==> config.mk <==
export PLATFORM = sky130hd
export DESIGN_NAME = disk_word_sync
export DESIGN_NICKNAME = d
export VERILOG_FILES = /design/src/rtl/dws_pkg.sv /design/src/rtl/dws_matcher.sv /design/src/rtl/dws_framer.sv /design/src/rtl/disk_word_sync.sv
export SDC_FILE = /design/constraint.sdc
export NUM_CORES = 1
export LEC_CHECK = 0
export BUFFER_PORTS_ARGS = -buffer_cell sky130_fd_sc_hd__buf_2
export CAP_MARGIN = 10
export CORE_ASPECT_RATIO = 0.6
export CORE_MARGIN = 5
export CORE_UTILIZATION = 55
export DETAILED_ROUTE_END_ITERATION = 8
export PLACE_DENSITY = 0.84
export SKIP_CTS_REPAIR_TIMING = 1
export SYNTH_ARGS = -nofsm -noshare
export SYNTH_HDL_FRONTEND = slang
export SYNTH_SLANG_ARGS = --single-unit
export TNS_END_PERCENT = 20
==> constraint.sdc <==
create_clock -name clk -period 6.3 [get_ports clk]
set_clock_uncertainty 0.1 [all_clocks]
set_input_delay 1.89 -clock clk [delete_from_list [all_inputs] [get_ports clk]]
set_output_delay 1.89 -clock clk [all_outputs]
set_load 0.005 [all_outputs]
==> src/rtl/dws_pkg.sv <==
package dws_pkg;
    // One accepted bit event handed from the matcher side to the framer
    typedef struct packed {
        logic step;
        logic bit_val;
        logic match;
    } dws_bit_t;
endpackage

==> src/rtl/dws_matcher.sv <==
module dws_matcher #(
    parameter int              W        = 16,
    parameter logic [W-1:0]    SYNC_RST = 16'h4489
) (
    input  logic         clk,
    input  logic         rst_n,
    input  logic         restart,
    input  logic         step,
    input  logic         bit_i,
    input  logic         sync_we,
    input  logic [W-1:0] sync_wdata,
    output logic [W-1:0] sh_next,
    output logic         match
);
    localparam int FW = $clog2(W + 1);
    localparam logic [FW-1:0] FILL_FULL = FW'(W);
    localparam logic [FW-1:0] FILL_ARM  = FW'(W - 1);

    typedef struct packed {
        logic [W-1:0]  sh;
        logic [FW-1:0] fill;
        logic [W-1:0]  sync;
    } mst_t;

    mst_t q, d;

    always_comb begin
        d       = q;
        sh_next = {q.sh[W-2:0], bit_i};
        match   = step && !restart && (q.fill >= FILL_ARM) && (sh_next == q.sync);
        if (sync_we) begin
            d.sync = sync_wdata;
        end
        if (restart) begin
            d.sh   = '0;
            d.fill = '0;
        end else if (step) begin
            d.sh = sh_next;
            if (q.fill != FILL_FULL) begin
                d.fill = q.fill + 1'b1;
            end
        end
    end

    always_ff @(posedge clk or negedge rst_n) begin
        if (!rst_n) begin
            q <= '{sh: '0, fill: '0, sync: SYNC_RST};
        end else begin
            q <= d;
        end
    end
endmodule

==> src/rtl/dws_framer.sv <==
module dws_framer
    import dws_pkg::*;
#(
    parameter int W  = 16,
    parameter int CW = 16
) (
    input  logic          clk,
    input  logic          rst_n,
    input  logic          restart,
    input  logic          gate_en,
    input  logic          msb_mode,
    input  logic [CW-1:0] count_load,
    input  dws_bit_t      ev,
    input  logic [W-1:0]  sh_next,
    output logic [W-1:0]  word_o,
    output logic          valid_o,
    output logic          blk_done
);
    localparam int H    = W / 2;
    localparam int CNTW = $clog2(W);
    localparam int BW   = $clog2(H);
    localparam logic [CNTW-1:0] CNT_LAST  = CNTW'(W - 1);
    localparam logic [BW-1:0]   BCNT_LAST = BW'(H - 1);

    typedef struct packed {
        logic [CNTW-1:0] cnt;
        logic [BW-1:0]   bcnt;
        logic            half;
        logic [H-1:0]    hold;
        logic            armed;
        logic [CW-1:0]   rem;
        logic [W-1:0]    word;
        logic            valid;
    } fst_t;

    fst_t         q, d;
    logic         emit;
    logic [W-1:0] emit_word;
    logic [H-1:0] byte_v;

    always_comb begin
        d         = q;
        d.valid   = 1'b0;
        blk_done  = 1'b0;
        emit      = 1'b0;
        emit_word = sh_next;
        byte_v    = sh_next[H-1:0];
        if (restart) begin
            d.cnt   = '0;
            d.bcnt  = '0;
            d.half  = 1'b0;
            d.armed = !gate_en;
            d.rem   = count_load;
        end else if (ev.step) begin
            if (ev.match) begin
                d.cnt   = '0;
                d.bcnt  = '0;
                d.half  = 1'b0;
                d.armed = 1'b1;
            end else if (!msb_mode) begin
                if (q.cnt == CNT_LAST) begin
                    d.cnt = '0;
                    emit  = 1'b1;
                end else begin
                    d.cnt = q.cnt + 1'b1;
                end
            end else begin
                if (q.bcnt == '0) begin
                    if (ev.bit_val) begin
                        d.bcnt = BW'(1);
                    end
                end else if (q.bcnt == BCNT_LAST) begin
                    d.bcnt = '0;
                    if (!q.half) begin
                        d.hold = byte_v;
                        d.half = 1'b1;
                    end else begin
                        d.half    = 1'b0;
                        emit      = 1'b1;
                        emit_word = {q.hold, byte_v};
                    end
                end else begin
                    d.bcnt = q.bcnt + 1'b1;
                end
            end
            if (emit && q.armed && (q.rem != '0)) begin
                d.valid  = 1'b1;
                d.word   = emit_word;
                d.rem    = q.rem - 1'b1;
                blk_done = (q.rem == CW'(1));
            end
        end
    end

    always_ff @(posedge clk or negedge rst_n) begin
        if (!rst_n) begin
            q <= '0;
        end else begin
            q <= d;
        end
    end

    assign word_o  = q.word;
    assign valid_o = q.valid;
endmodule

==> src/rtl/disk_word_sync.sv <==
module disk_word_sync
    import dws_pkg::*;
#(
    parameter int           W        = 16,
    parameter int           CW       = 16,
    parameter logic [W-1:0] SYNC_RST = 16'h4489
) (
    input  logic          clk,
    input  logic          rst_n,
    input  logic          read_en_i,
    input  logic          gate_en_i,
    input  logic          msb_mode_i,
    input  logic          bit_i,
    input  logic          bit_en_i,
    input  logic          sync_we_i,
    input  logic [W-1:0]  sync_wdata_i,
    input  logic [CW-1:0] word_count_i,
    input  logic          sync_clr_i,
    input  logic          blk_clr_i,
    output logic [W-1:0]  word_o,
    output logic          word_valid_o,
    output logic          sync_irq_o,
    output logic          blk_irq_o
);
    typedef struct packed {
        logic rd;
        logic sirq;
        logic birq;
    } tst_t;

    tst_t         q, d;
    logic         restart;
    logic         step;
    logic         match_w;
    logic         blk_done_w;
    logic [W-1:0] sh_next_w;
    dws_bit_t     ev;

    assign restart = read_en_i && !q.rd;
    assign step    = bit_en_i && read_en_i && q.rd;

    dws_matcher #(.W(W), .SYNC_RST(SYNC_RST)) u_matcher (
        .clk        (clk),
        .rst_n      (rst_n),
        .restart    (restart),
        .step       (step),
        .bit_i      (bit_i),
        .sync_we    (sync_we_i),
        .sync_wdata (sync_wdata_i),
        .sh_next    (sh_next_w),
        .match      (match_w)
    );

    always_comb begin
        ev.step    = step;
        ev.bit_val = bit_i;
        ev.match   = match_w;
    end

    dws_framer #(.W(W), .CW(CW)) u_framer (
        .clk        (clk),
        .rst_n      (rst_n),
        .restart    (restart),
        .gate_en    (gate_en_i),
        .msb_mode   (msb_mode_i),
        .count_load (word_count_i),
        .ev         (ev),
        .sh_next    (sh_next_w),
        .word_o     (word_o),
        .valid_o    (word_valid_o),
        .blk_done   (blk_done_w)
    );

    always_comb begin
        d      = q;
        d.rd   = read_en_i;
        d.sirq = (q.sirq && !sync_clr_i) || match_w;
        d.birq = (q.birq && !blk_clr_i) || blk_done_w;
    end

    always_ff @(posedge clk or negedge rst_n) begin
        if (!rst_n) begin
            q <= '0;
        end else begin
            q <= d;
        end
    end

    assign sync_irq_o = q.sirq;
    assign blk_irq_o  = q.birq;
endmodule

## Word-level counts from Yosys, hierarchy flattened

Cells that the tools add are included.

- Bits in registers: 89
- Bits of input ports: 42
- Output and inout port bits: 19

- Add/sub/neg operators: 4
- Order comparisons: 1
- Equality and inequality tests: 8
- Multiplexer cells: 37
- Bitwise operators: 4
- Reductions and logical operators: 33

Operators with widths:

| operator | number |
|---|---|
| $mux W16 | 5 |
| $mux W50 | 1 |
| $mux W20 | 2 |
| $mux W33 | 1 |
| $mux W8 | 4 |
| $mux W9 | 2 |
| $mux W17 | 1 |
| $eq A16 B1 Y1 const B | 1 |
| $eq A16 B16 Y1 | 1 |
| $reduce_bool A16 Y1 | 1 |
| $sub A16 B1 Y16 const B | 1 |
| $mux W1 | 14 |
| $mux W12 | 1 |
| $logic_and A1 B1 Y1 | 10 |
| $mux W3 | 3 |
| $mux W4 | 2 |
| $reduce_and A2 Y1 | 4 |
| $reduce_bool A2 Y1 | 4 |
| $reduce_and A7 Y1 | 1 |
| $reduce_and A3 Y1 | 2 |
| $reduce_bool A3 Y1 | 2 |
| $add A5 B1 Y5 const B | 1 |
| $ge A5 B4 Y1 const B | 1 |
| $logic_not A1 Y1 | 5 |
| 13 further kinds | 17 |

## Logic depth before layout (Yosys ltp)

Gate-level depths: netlist of run 1.

- Depth in word-level cells: 15
- Depth in mapped cells: 10

## Modules after synthesis

From an unflattened synthesis of run 1, not the netlist that was laid out.

- Cells, all modules: 419
- Area, all modules: 4742.0 sq um

By module, submodules not included:

| module | instances | cells each | area an instance (sq um) | sequential area each (sq um) |
|---|---|---|---|---|
| dws_framer | 1 | 257 | 2835.2 | 1251.2 |
| dws_matcher | 1 | 153 | 1793.0 | 907.1 |
| disk_word_sync | 1 | 9 | 113.9 | 75.1 |

## Worst setup path before layout of run 1

OpenSTA, ideal clock, no wires.

- Path type: input to register
- Start point: input bit_en_i
- End point: register u_framer.q[32] (netlist bit)
- Library setup time: 0.125 ns
- Arrival time: 3.208 ns
- Data required time: 6.075 ns
- Setup slack: 2.867 ns
- Stages on the path: 7
- Path through: nand3_2 > nor4_1 > nand4_1 > nor3b_2 > buf_4 > nand4b_1 > mux2_2

- Word-level cells in the longest chain between the ends: 12

RTL lines:

| element | RTL line | text |
|---|---|---|
| from (decl) | disk_word_sync.sv:14 | `input logic bit_en_i,` |
| $logic_and A1 B1 Y1 * (2 in series) | disk_word_sync.sv:40 | `assign step = bit_en_i && read_en_i && q.rd;` |
| $logic_and A1 B1 Y1 (3 in series) | dws_matcher.sv:30 | `match = step && !restart && (q.fill >= FILL_ARM) && (sh_next == q.sync);` |
| $mux W1 | dws_framer.sv:55 | `if (ev.match) begin` |
| $mux W1 | dws_framer.sv:54 | `end else if (ev.step) begin` |
| $mux W1 | dws_framer.sv:48 | `if (restart) begin` |
| $logic_and A1 B1 Y1 (2 in series) | dws_framer.sv:86 | `if (emit && q.armed && (q.rem != '0)) begin` |
| $reduce_bool A2 Y1 (no source line) | - |  |
| $reduce_and A2 Y1 (no source line) * | - |  |
| to (signal assigned) | dws_framer.sv:97 | `q <= '0;` |
| to (signal assigned) | dws_framer.sv:99 | `q <= d;` |
| to (decl) | dws_framer.sv:36 | `fst_t q, d;` |

Every way passes the cells marked *; elsewhere a longest branch is shown, timed or not. The select of a mux whose other input is x is not followed.
A chain may end at the register's enable or synchronous reset.

## Final worst setup path of run 1

- Start point: input read_en_i
- End point: register u_framer.q[18] (netlist bit)

- Word-level cells in the longest chain between the ends: 12

RTL lines:

| element | RTL line | text |
|---|---|---|
| from (decl) | disk_word_sync.sv:10 | `input logic read_en_i,` |
| $logic_and A1 B1 Y1 (on tied branches) | disk_word_sync.sv:40, disk_word_sync.sv:39 |  |
| $logic_and A1 B1 Y1 / $logic_not A1 Y1 (equally long branches) | disk_word_sync.sv:40, dws_matcher.sv:30 |  |
| $logic_and A1 B1 Y1 (3 in series) | dws_matcher.sv:30 |  |
| $mux W1 | dws_framer.sv:55 |  |
| $mux W1 | dws_framer.sv:54 |  |
| $mux W1 | dws_framer.sv:48 |  |
| $logic_and A1 B1 Y1 (2 in series) | dws_framer.sv:86 |  |
| $reduce_bool A2 Y1 (no source line) | - |  |
| $reduce_and A2 Y1 (no source line) | - |  |

Several ways; a longest one is shown, not always the timed one. The select of a mux whose other input is x is not followed.

==> results of run 1 <==
## cells by family after synthesis
family                     share of synthesized area (%)
and+or+nand+nor                                     17.3
AOI/OAI and AO/OA                                   14.1
DFF                                                 48.0
buffers and inverters                               6.42
muxes                                               8.84
xor gates and xnor gates                            3.01
adders and majority gates                           2.42
## worst max-delay path, cell delays in order
cell and delay, ps:
sky130_fd_sc_hd__buf_2 140, sky130_fd_sc_hd__nand3_2 170, sky130_fd_sc_hd__nor4_1 80, sky130_fd_sc_hd__and4bb_1 190, sky130_fd_sc_hd__a21oi_1 800, sky130_fd_sc_hd__nand2_1 570, sky130_fd_sc_hd__inv_1 460, sky130_fd_sc_hd__o311ai_0 190
## metrics by stage
stage / utilization (%) / instance area (um2) / total power [mW] / instances / hold slack (ps)
after global routing: 62.6 / 5250 / 1.47 / 594 / 416
after floorplan: - / 4660 / 0.740 / 440 / 371
after global placement: 58.4 / 4900 / 0.794 / 578 / 357
after detailed placement: 58.4 / 4900 / 0.802 / 578 / 365
after CTS: 62.6 / 5250 / 1.42 / 594 / 379
final: 62.6 / 5250 / 1.41 / 594 / 376
## metal layers
| layer | GRT usage, % | part of all wire [%] | up-vias |
|---|---|---|---|
| li1 | - | - | 1670 |
| met1 | 35.8 | 46 | 1845 |
| met2 | 33.5 | 42 | 180 |
| met3 | 7.75 | 10 | 13 |
| met4 | 5.66 | 1.0 | 0 |
| met5 | 0 | 0 | - |
## report_power, final
part / total [mW] / internal (mW) / switching (mW) / leakage [nW]
combinational: 0.144 / 0.0615 / 0.0820 / 1.24
clock: 0.619 / 0.398 / 0.221 / 0.170
sequential: 0.651 / 0.611 / 0.0404 / 1.15
## flip-flops by register name, indices dropped and copies added (netlist names)
name and cells:
u_matcher.sh_next 15, u_framer.valid_o 1, blk_irq_o 1, u_matcher.q 21
q 1, u_framer.word_o 16, u_framer.q 33, sync_irq_o 1
## cell usage in the layout (no fill, tap or decap), types with 3 or more instances in the layout
cell and count:
sky130_fd_sc_hd__clkbuf_16 9, sky130_fd_sc_hd__ha_1 9, sky130_fd_sc_hd__a22o_1 15, sky130_fd_sc_hd__a2bb2oi_1 8, sky130_fd_sc_hd__dfrtp_1 84, sky130_fd_sc_hd__nor3_1 14
sky130_fd_sc_hd__buf_4 6, sky130_fd_sc_hd__mux2_2 33, sky130_fd_sc_hd__xnor2_1 10, sky130_fd_sc_hd__nor2_1 24, sky130_fd_sc_hd__a211o_1 4, sky130_fd_sc_hd__xor2_1 6
sky130_fd_sc_hd__nor4_1 10, sky130_fd_sc_hd__or3_1 5, sky130_fd_sc_hd__nand3_1 12, sky130_fd_sc_hd__nand2_1 30, sky130_fd_sc_hd__dfstp_2 5, sky130_fd_sc_hd__a211oi_1 4
sky130_fd_sc_hd__inv_1 16, sky130_fd_sc_hd__or4_1 3, sky130_fd_sc_hd__nand4_1 8, sky130_fd_sc_hd__bufinv_16 3, sky130_fd_sc_hd__a21oi_1 9, sky130_fd_sc_hd__nand2b_1 3
sky130_fd_sc_hd__o21ai_0 19, sky130_fd_sc_hd__mux2i_1 4, sky130_fd_sc_hd__and2_1 3, sky130_fd_sc_hd__o211ai_1 3, sky130_fd_sc_hd__o31ai_1 5, sky130_fd_sc_hd__o211a_1 3
sky130_fd_sc_hd__and3_1 15, sky130_fd_sc_hd__buf_2 59
## final cells by class
cell class | instances | area [um2]
Clock buffer | 11 | 243
Clock inverter | 5 | 104
Fill cell | 697 | 3140
Inverter | 16 | 60.1
Multi-Input combinational cell | 296 | 2130
Sequential cell | 89 | 2230
Tap cell | 112 | 140
Timing Repair Buffer | 65 | 340
## path summary, 6_finish.rpt
check                                            start                         end  slack [ps]  depth (start not counted)
min in group asynchronous                        rst_n  u_framer.q[32]$_DFFE_PN0P_        1430                          1
setup reg to reg           u_matcher.q[16]$_DFFE_PN0P_  u_framer.q[18]$_DFFE_PN0P_        2520                          9
setup / recovery                             read_en_i  u_framer.q[18]$_DFFE_PN0P_        1890                          8
hold / removal                    sync_irq_o$_DFF_PN0_        sync_irq_o$_DFF_PN0_         380                          1
max in group asynchronous                        rst_n  u_framer.q[28]$_DFFE_PN0P_        3660                          2
hold reg to reg                   sync_irq_o$_DFF_PN0_        sync_irq_o$_DFF_PN0_         380                          1
==> qor.tcl, run 1 <==
set qor(status) {finished, final reports clean}
set qor(drive_gt1_share_pct) 26.1
set qor(antenna_violating_nets_post_route) 0
set qor(synth_top_cells_by_count) {sky130_fd_sc_hd__dfrtp_1, sky130_fd_sc_hd__mux2_2, sky130_fd_sc_hd__nand2_1}
set qor(wl_per_cell_um) 19.6
set qor(netlist-cell-type-count) 62
set qor(post-route-period-util_pct) 70.1
set qor(top_cell_type_by_total_area_after_synthesis) {sky130_fd_sc_hd__dfrtp_1}
set qor(gr-usage-all-layers_pct) 23.9
set qor(mean_post_synth_cell_area_um2) 10.6
set qor(cts_buffers) 9
set qor(setup.worst_path.end_class) {register}
set qor(post_synthesis_sequential_element_count) 89
set qor(first_pass_iters) 6
set qor(setup_crit_path_kind) {input pin to register}
set qor(tritoncts) {built}
set qor(setup.worst_path.start_class) {input pin}
set qor(pin_count_of_the_biggest_net_entering_global_routing) 50
set qor(synth_top_area_share_pct) 45.1
set qor(max_cap_violations) 0
set qor(clock_sink_count) 89
set qor(p_leak_nw) 2.57
set qor(max_slew_violations) 0
set qor(fp.dieArea_um2) 10500
set qor(synth.cell_area_um2) 4660
set qor(tightest_slew_ps) 1020
set qor(hpwlAfterDp_um) 8450
set qor(drcViolationCount) 0
set qor(ys_seq_area_share_pct) 48.0
set qor(timing.slew.headroom_pct) 32.0
set qor(first_global_vias) 3675
set qor(clockBufferDepth) 2
set qor(report.final.hold_viol_count) 0
set qor(global_route_wire_length_before_repair_um) 19100
set qor(vdd.ir_drop.worst_mv) 0.157
set qor(drt-total-wl_um) 11700
set qor(die-height_um) 81.3
set qor(net_count_of_the_mapped_netlist) 491
set qor(most_frequently_used_cell_type_in_the_post_synthesis_netlist) {sky130_fd_sc_hd__dfrtp_1}
set qor(ys_warn_count) 0
set qor(pre_cts_slack_ps) 1580
set qor(synth_to_final_area_change_pct) 12.8
set qor(synth-edff-count) 0
set qor(cts.reportedPaths.clkPinSlew_ps) 60
set qor(clock.fmax_ghz) 0.227
set qor(timing.final.crit_period_ps) 4410
set qor(antenna_found_initial) 0
set qor(die_w_um) 129
set qor(data_arrival_time_of_the_critical_path_ps) 4510
set qor(antenna-diode-count) 0
set qor(setup_viol) 0
set qor(place.port_buffers) 60
set qor(crit_required_ps) 6400
set qor(vias) 3708
set qor(rsz0062_at_grt) {false}
set qor(fin_nets) 528
set qor(drt-initial-drc-count) 336
set qor(postSynth.asyncResetShare_pct) 100
set qor(syn_inst) 440
set qor(placeableCoreArea_um2) 8390
set qor(primary_ff_master_synth) {sky130_fd_sc_hd__dfrtp_1}
set qor(last_weighted_congestion_value_of_the_routability_driven_placer) 0.965
set qor(hold_path_class) {register to register}
set qor(tns_ps) 0
set qor(crit_path_max_fanout) 11
set qor(netlist_top_cells_area) {sky130_fd_sc_hd__dfrtp_1, sky130_fd_sc_hd__mux2_2, sky130_fd_sc_hd__buf_4}
set qor(initial_utilization_pct) 55.5
set qor(power_density_nw_per_um2) 269
set qor(top_level_ports) 61
set qor(worst_slack_ps) 1890
set qor(vias_per_cell) 6.24
set qor(h-tree-depth) 3
set qor(globalRoute.totalOverflow) 0
set qor(placementRows) 26
set qor(ctsRootBufferMaster) {sky130_fd_sc_hd__clkbuf_16}
set qor(worstSkewPairLatency_ps) 340
(Power assumes the default switching activity.)
==> run 2, diff against run 1 <==
==> constraint.sdc (replaced) <==
create_clock -name clk -period 4.3 [get_ports clk]
set_clock_uncertainty 0.1 [all_clocks]
set_input_delay 1.29 -clock clk [delete_from_list [all_inputs] [get_ports clk]]
set_output_delay 1.29 -clock clk [all_outputs]
set_load 0.005 [all_outputs]
==> qor.tcl, run 2 (synthesis results as in run 1) <==
set qor(status) {finished, final reports clean}
set qor(r2r_end) {u_framer.q[23]$_DFFE_PN0P_}
set qor(fp.dieArea_um2) 10500 ;# unchanged
set qor(crit-reg2reg-launch) {u_framer.q[17]$_DFFE_PN0P_}
set qor(seqPwrFrac_pct) 43.9 ;# -2.1 points
set qor(clock_power_share_pct) 46.2 ;# +2.4 points
set qor(commonest_cells_after_routing_fill_and_taps_aside) {sky130_fd_sc_hd__dfrtp_1, sky130_fd_sc_hd__buf_2, sky130_fd_sc_hd__mux2_2, sky130_fd_sc_hd__nand2_1, sky130_fd_sc_hd__nor2_1}
set qor(layout.cells.most_common) {sky130_fd_sc_hd__dfrtp_1}
set qor(sw_frac_of_total_pct) 23.3 ;# -0.96 points
set qor(ff2ff_setup_slack_ps) 1080 ;# -1440 ps
set qor(placeableCoreArea_um2) 8390 ;# unchanged
set qor(holdPathEnd) {sync_irq_o$_DFF_PN0_}
set qor(vias) 3732 ;# +0.65%
set qor(drcViolationCount) 0 ;# unchanged
set qor(largest_register) {u_framer.q}
set qor(fin_nets) 532 ;# +0.76%
set qor(place.port_buffers) 60 ;# unchanged
set qor(drt-initial-drc-count) 388 ;# +15%
set qor(max_slew_violations) 0 ;# unchanged
set qor(clockBufferDepth) 2 ;# unchanged
set qor(power.net_switching_mw) 0.508 ;# +48%
set qor(tritoncts) {built}
set qor(rsz0062_at_grt) {false}
set qor(cts.reportedPaths.clkPinSlew_ps) 60 ;# about the same
set qor(setup_viol) 0 ;# unchanged
set qor(tightest_slew_ps) 851 ;# -168 ps
set qor(first_pass_iters) 5 ;# -1
set qor(report.final.hold_viol_count) 0 ;# unchanged
set qor(drive_gt1_share_pct) 26.7 ;# +0.61 points
set qor(largest_register_ff_count) 33 ;# unchanged
set qor(die_w_um) 129 ;# unchanged
set qor(combinational_fraction_of_design_power_pct) 9.9 ;# -0.3 points
set qor(synth_to_final_area_change_pct) 14.2
set qor(gr-usage-all-layers_pct) 24.2 ;# +0.29 points
set qor(rr_worst_depth) 9 ;# unchanged
set qor(hold_path_class) {register to register}
set qor(post-route-period-util_pct) 75.6
set qor(worstSkewPairLatency_ps) 340 ;# about the same
set qor(antenna_violating_nets_post_route) 0 ;# unchanged
set qor(setup_crit_path_kind) {input pin to register}
set qor(setup.worst_path.end_class) {register}
set qor(first_global_vias) 3736 ;# +1.7%
set qor(timing.final.crit_period_ps) 3250
set qor(initial_utilization_pct) 55.5 ;# unchanged
set qor(setup.worst_path.start_class) {input pin}
set qor(hpwlAfterDp_um) 8520 ;# +0.85%
set qor(antenna-diode-count) 0 ;# unchanged
set qor(global_route_wire_length_before_repair_um) 19300 ;# +0.98%
set qor(tns_ps) 0 ;# unchanged
set qor(wl_per_cell_um) 20.1 ;# +2.4%
set qor(internal_power_mw) 1.67 ;# +56%
set qor(dp_cells) 582 ;# +0.69%
set qor(vdd.ir_drop.worst_mv) 0.248 ;# +58%
set qor(ctsRootBufferMaster) {sky130_fd_sc_hd__clkbuf_16}
set qor(timing.slew.headroom_pct) 43.1 ;# +11 points
set qor(placementRows) 26 ;# unchanged
set qor(h-tree-depth) 3 ;# unchanged
set qor(max_cap_violations) 0 ;# unchanged
set qor(vias_per_cell) 6.24 ;# about the same
set qor(globalRoute.totalOverflow) 0 ;# unchanged
set qor(top_level_ports) 61 ;# unchanged
set qor(data_arrival_time_of_the_critical_path_ps) 3380 ;# -1130 ps
set qor(pin_count_of_the_biggest_net_entering_global_routing) 48 ;# -4.0%
set qor(finish.cell_count_without_fillers) 598 ;# +0.67%
set qor(holdCritStartpoint) {sync_irq_o$_DFF_PN0_}
set qor(die-height_um) 81.3 ;# unchanged
set qor(power_density_nw_per_um2) 410 ;# +52%
set qor(p_leak_nw) 2.60 ;# +1.4%
set qor(last_weighted_congestion_value_of_the_routability_driven_placer) 0.874 ;# -9.4%
set qor(antenna_found_initial) 0 ;# unchanged
set qor(crit_path_max_fanout) 47 ;# +36
set qor(clock.fmax_ghz) 0.308
set qor(drt-total-wl_um) 12000 ;# +3.1%
set qor(whs_path_cells) 1 ;# unchanged
set qor(crit_required_ps) 4430 ;# -1970 ps
set qor(cts_buffers) 9 ;# unchanged
set qor(clock_sink_count) 89 ;# unchanged
run 2: cell count changes in the layout (fill, tap and decap cells not counted), sizes merged:
cell	before	now
clkbuf	11	10
buf	65	69
clkinv	2	1
bufinv	3	5
run 2: how the worst max path moves through the flow:
stage                               start                    endpoint  cells after the start
2_1_floorplan                    bit_en_i  u_framer.q[32]$_DFFE_PN0P_                      7
3_3_place_gp                    read_en_i  u_framer.q[32]$_DFFE_PN0P_                      8
3_5_place_dp                    read_en_i  u_framer.q[32]$_DFFE_PN0P_                      8
4_1_cts                         read_en_i  u_framer.q[32]$_DFFE_PN0P_                      8
5_1_grt        u_framer.q[17]$_DFFE_PN0P_  u_framer.q[23]$_DFFE_PN0P_                      9
6_report                        read_en_i  u_framer.q[32]$_DFFE_PN0P_                      8
run 2: per-stage QoR:
step | power [mW] | hold WS [ps] | instance area, um2 | worst slack, ps | utilization [%]
after CTS | 2.19 | 380 | 5320 | 1090 | 63.4
after global placement | 1.16 | 362 | 4930 | 859 | 58.8
after detailed placement | 1.18 | 360 | 4930 | 743 | 58.8
final | 2.18 | 375 | 5320 | 1050 | 63.4
after global routing | 2.27 | 389 | 5320 | 937 | 63.4
after floorplan | 1.08 | 371 | 4660 | 1470 | -
run 2: critical path: stages:
cell	delay, ps
sky130_fd_sc_hd__buf_2	150
sky130_fd_sc_hd__nand3_2	190
sky130_fd_sc_hd__nor4_1	380
sky130_fd_sc_hd__nand4_1	190
sky130_fd_sc_hd__nor3b_4	220
sky130_fd_sc_hd__buf_4	430
sky130_fd_sc_hd__nand4b_1	180
sky130_fd_sc_hd__mux2_2	330
run 2: layout make-up:
| class | count | area [um2] |
|---|---|---|
| clock buffers | 10 | 229 |
| clock inverters | 6 | 155 |
| fillers | 687 | 3070 |
| inverters | 16 | 60.1 |
| multi-input cells | 296 | 2130 |
| flip-flops and latches | 89 | 2230 |
| well taps | 112 | 140 |
| repair buffers | 69 | 370 |
run 2: layer usage:
metal / track usage, % / share of wire (%) / vias up
met3: 9.79 / 11 / 20
met2: 34.1 / 44 / 187
li1: - / - / 1678
met1: 34.1 / 44 / 1847
met4: 7.44 / 1.4 / 0
met5: 0 / 0 / -
run 2: power by group through the flow:
stage	logic [mW]	clock network [mW]	registers, mW
global placement	0.200	0	0.963
floorplan	0.134	0	0.951
CTS	0.215	1.02	0.954
finish	0.216	1.01	0.956
global route	0.241	1.06	0.963
detailed placement	0.214	0	0.968
==> run 3, diff against run 2 <==
--- a/config.mk
+++ b/config.mk
@@ -9,9 +9,9 @@
 export CAP_MARGIN = 10
 export CORE_ASPECT_RATIO = 0.6
 export CORE_MARGIN = 5
-export CORE_UTILIZATION = 55
+export CORE_UTILIZATION = 52
 export DETAILED_ROUTE_END_ITERATION = 8
-export PLACE_DENSITY = 0.84
+export PLACE_DENSITY = 0.83
 export SKIP_CTS_REPAIR_TIMING = 1
 export SYNTH_ARGS = -nofsm -noshare
 export SYNTH_HDL_FRONTEND = slang
==> constraint.sdc (replaced) <==
create_clock -name clk -period 2.93 [get_ports clk]
set_clock_uncertainty 0.1 [all_clocks]
set_input_delay 0.879 -clock clk [delete_from_list [all_inputs] [get_ports clk]]
set_output_delay 0.879 -clock clk [all_outputs]
set_load 0.005 [all_outputs]
==> qor.tcl, run 3 (synthesis results as in run 1) <==
set qor(cts.reportedPaths.clkPinSlew_ps) 60 ;# about the same
set qor(drt-total-wl_um) 11700 ;# -2.8%
set qor(status) {finished, final reports clean}
set qor(place.port_buffers) 60 ;# unchanged
set qor(clockBufferDepth) 2 ;# unchanged
set qor(largest_register_ff_count) 33 ;# unchanged
set qor(power_density_nw_per_um2) 532 ;# +30%
set qor(drive_gt1_share_pct) 27.8 ;# +1.1 points
set qor(setup_viol) 0 ;# unchanged
set qor(drt-initial-drc-count) 442 ;# +14%
set qor(max_slew_violations) 0 ;# unchanged
set qor(fin_area_um2) 5260 ;# -1.1%
set qor(crit-reg2reg-launch) {u_matcher.q[16]$_DFFE_PN0P_}
set qor(sw_frac_of_total_pct) 26.9 ;# +3.5 points
set qor(vias) 3734 ;# +0.054%
set qor(r2r_end) {u_framer.q[20]$_DFFE_PN0P_}
set qor(gr-usage-all-layers_pct) 21.7 ;# -2.5 points
set qor(crit_required_ps) 3060 ;# -1370 ps
set qor(synth_to_final_area_change_pct) 13.0
set qor(post_dp_cell_area_um2) 4980 ;# +0.91%
set qor(seqPwrFrac_pct) 50.0 ;# +6.1 points
set qor(timing.final.crit_period_ps) 2640
set qor(first_global_vias) 3601 ;# -3.6%
set qor(tritoncts) {built}
set qor(pin_count_of_the_biggest_net_entering_global_routing) 40 ;# -17%
set qor(rr_worst_depth) 9 ;# unchanged
set qor(holdCritStartpoint) {sync_irq_o$_DFF_PN0_}
set qor(antenna_found_initial) 0 ;# unchanged
set qor(max_cap_violations) 0 ;# unchanged
set qor(timing.slew.headroom_pct) 65.1 ;# +22 points
set qor(setup_crit_path_kind) {register to register}
set qor(power.net_switching_mw) 0.752 ;# +48%
set qor(global_route_wire_length_before_repair_um) 19300 ;# -0.11%
set qor(setup.worst_path.start_class) {register}
set qor(fin_nets) 538 ;# +1.1%
set qor(placeableCoreArea_um2) 8620 ;# +2.7%
set qor(wl_per_cell_um) 19.3 ;# -3.7%
set qor(rsz0062_at_grt) {false}
set qor(data_arrival_time_of_the_critical_path_ps) 2760 ;# -620 ps
set qor(tightest_slew_ps) 524 ;# -327 ps
set qor(last_weighted_congestion_value_of_the_routability_driven_placer) 0.964 ;# +10%
set qor(ctsRootBufferMaster) {sky130_fd_sc_hd__clkbuf_16}
set qor(clock_sink_count) 89 ;# unchanged
set qor(tns_ps) 0 ;# unchanged
set qor(largest_register) {u_framer.q}
set qor(clock_power_share_pct) 38.8 ;# -7.4 points
set qor(path_cells) {ha_1 > and3_1 > ha_1 > a211o_1 > and4bb_1 > a21oi_1 > buf_4 > a21oi_2 > a211o_1}
set qor(vdd.ir_drop.worst_mv) 0.300 ;# +21%
set qor(crit_path_max_fanout) 7 ;# -85%
set qor(initial_utilization_pct) 54.0 ;# -1.5 points
set qor(globalRoute.totalOverflow) 0 ;# unchanged
set qor(worstSkewPairLatency_ps) 350 ;# about the same
set qor(clock.fmax_ghz) 0.379
set qor(antenna_violating_nets_post_route) 0 ;# unchanged
set qor(path_buf_inv) 1 ;# -1
set qor(antenna-diode-count) 0 ;# unchanged
set qor(holdPathEnd) {sync_irq_o$_DFF_PN0_}
set qor(report.final.hold_viol_count) 0 ;# unchanged
set qor(first_pass_iters) 5 ;# unchanged
set qor(cp_slowest_stage_delay_ps) 410 ;# -20 ps
set qor(die_w_um) 132 ;# +2.6%
set qor(h-tree-depth) 3 ;# unchanged
set qor(post-route-period-util_pct) 90.0
set qor(p_leak_nw) 2.57 ;# -1.2%
set qor(setup.worst_path.end_class) {register}
set qor(num-fill-cells) 698 ;# +1.6%
set qor(hpwlAfterDp_um) 8510 ;# about the same
set qor(drcViolationCount) 0 ;# unchanged
set qor(commonest_cells_after_routing_fill_and_taps_aside) {sky130_fd_sc_hd__dfrtp_1, sky130_fd_sc_hd__buf_2, sky130_fd_sc_hd__mux2_2, sky130_fd_sc_hd__nand2_1, sky130_fd_sc_hd__nor2_1}
set qor(placementRows) 26 ;# unchanged
set qor(combinational_fraction_of_design_power_pct) 11.3 ;# +1.4 points
set qor(top_level_ports) 61 ;# unchanged
set qor(layout.cells.most_common) {sky130_fd_sc_hd__dfrtp_1}
set qor(hold_path_class) {register to register}
set qor(critical-path-top-delay-family) {compound AO/OA/AOI/OAI gates}
set qor(cpMaxStageDelayCell) {sky130_fd_sc_hd__dfrtp_1}
set qor(die-height_um) 83.3 ;# +2.5%
set qor(cts_buffers) 9 ;# unchanged
set qor(vias_per_cell) 6.18 ;# -0.94%
set qor(internal_power_mw) 2.05 ;# +23%
set qor(crit_path_start) {u_matcher.q[16]$_DFFE_PN0P_}
set qor(ff2ff_setup_slack_ps) 290 ;# -790 ps
set qor(fp.dieArea_um2) 11000 ;# +5.2%
set qor(whs_path_cells) 1 ;# unchanged
## run 3: cell types whose count changed in the layout (fill, tap and decap cells not counted), sizes merged
cell,delta
clkinv,+1
buf,+6
bufinv,-5
clkinvlp,+4
## run 3: layer usage
metal	vias to the layer above	share of wire [%]	GRT usage (%)
li1	1696	-	-
met1	1827	46	32.5
met2	193	41	28.6
met3	18	11	8.82
met4	0	1.2	6.10
met5	-	0	0
## run 3: how the worst max path moves through the flow
| stage | end | cells past startpoint | slack (ps) |
|---|---|---|---|
| 4_1_cts | u_framer.q[20]$_DFFE_PN0P_ | 9 | 340 |
| 3_3_place_gp | u_framer.q[45]$_DFFE_PN0P_ | 8 | 250 |
| 3_5_place_dp | u_framer.q[20]$_DFFE_PN0P_ | 8 | 130 |
| 6_report | u_framer.q[20]$_DFFE_PN0P_ | 9 | 290 |
| 5_1_grt | u_framer.q[20]$_DFFE_PN0P_ | 9 | 190 |
| 2_1_floorplan | u_framer.q[32]$_DFFE_PN0P_ | 7 | 510 |
## run 3: worst reg2reg max path, delay by kind of cell, from the launching register on
kind / cells / cell delay, ps
AOI/OAI and AO/OA: 4 / 990
buffers and inverters: 1 / 230
adders and majority gates: 2 / 410
DFF: 1 / 410
and+or+nand+nor: 2 / 370
## run 3: layout make-up
class	instances	area, um2	share of cell area [%]
flip-flops and latches	89	2230	42.4
multi-input cells	296	2130	40.5
repair buffers	75	415	7.89
clock buffers	10	239	4.54
well taps	112	140	2.66
inverters	16	60.1	1.14
clock inverters	6	43.8	0.832
## run 3: metrics by stage
stage               worst slack (ps)  utilization [%]  total power [mW]  cells  hold WS [ps]
floorplan                        508                -              1.59    440           371
global placement                 246             57.8              1.71    588           373
finish                           294             61.0              2.80    604           372
global route                     190             61.0              2.92    604           411
detailed placement               130             57.8              1.73    588           364
CTS                              336             61.0              2.82    604           379
## run 3: power groups by stage
| stage | Clock, mW | Combinational, mW | Sequential (mW) |
|---|---|---|---|
| after floorplan | 0 | 0.197 | 1.40 |
| after global placement | 0 | 0.302 | 1.41 |
| after detailed placement | 0 | 0.312 | 1.42 |
| after CTS | 1.11 | 0.314 | 1.40 |
| after global routing | 1.15 | 0.352 | 1.41 |
| final | 1.09 | 0.316 | 1.40 |
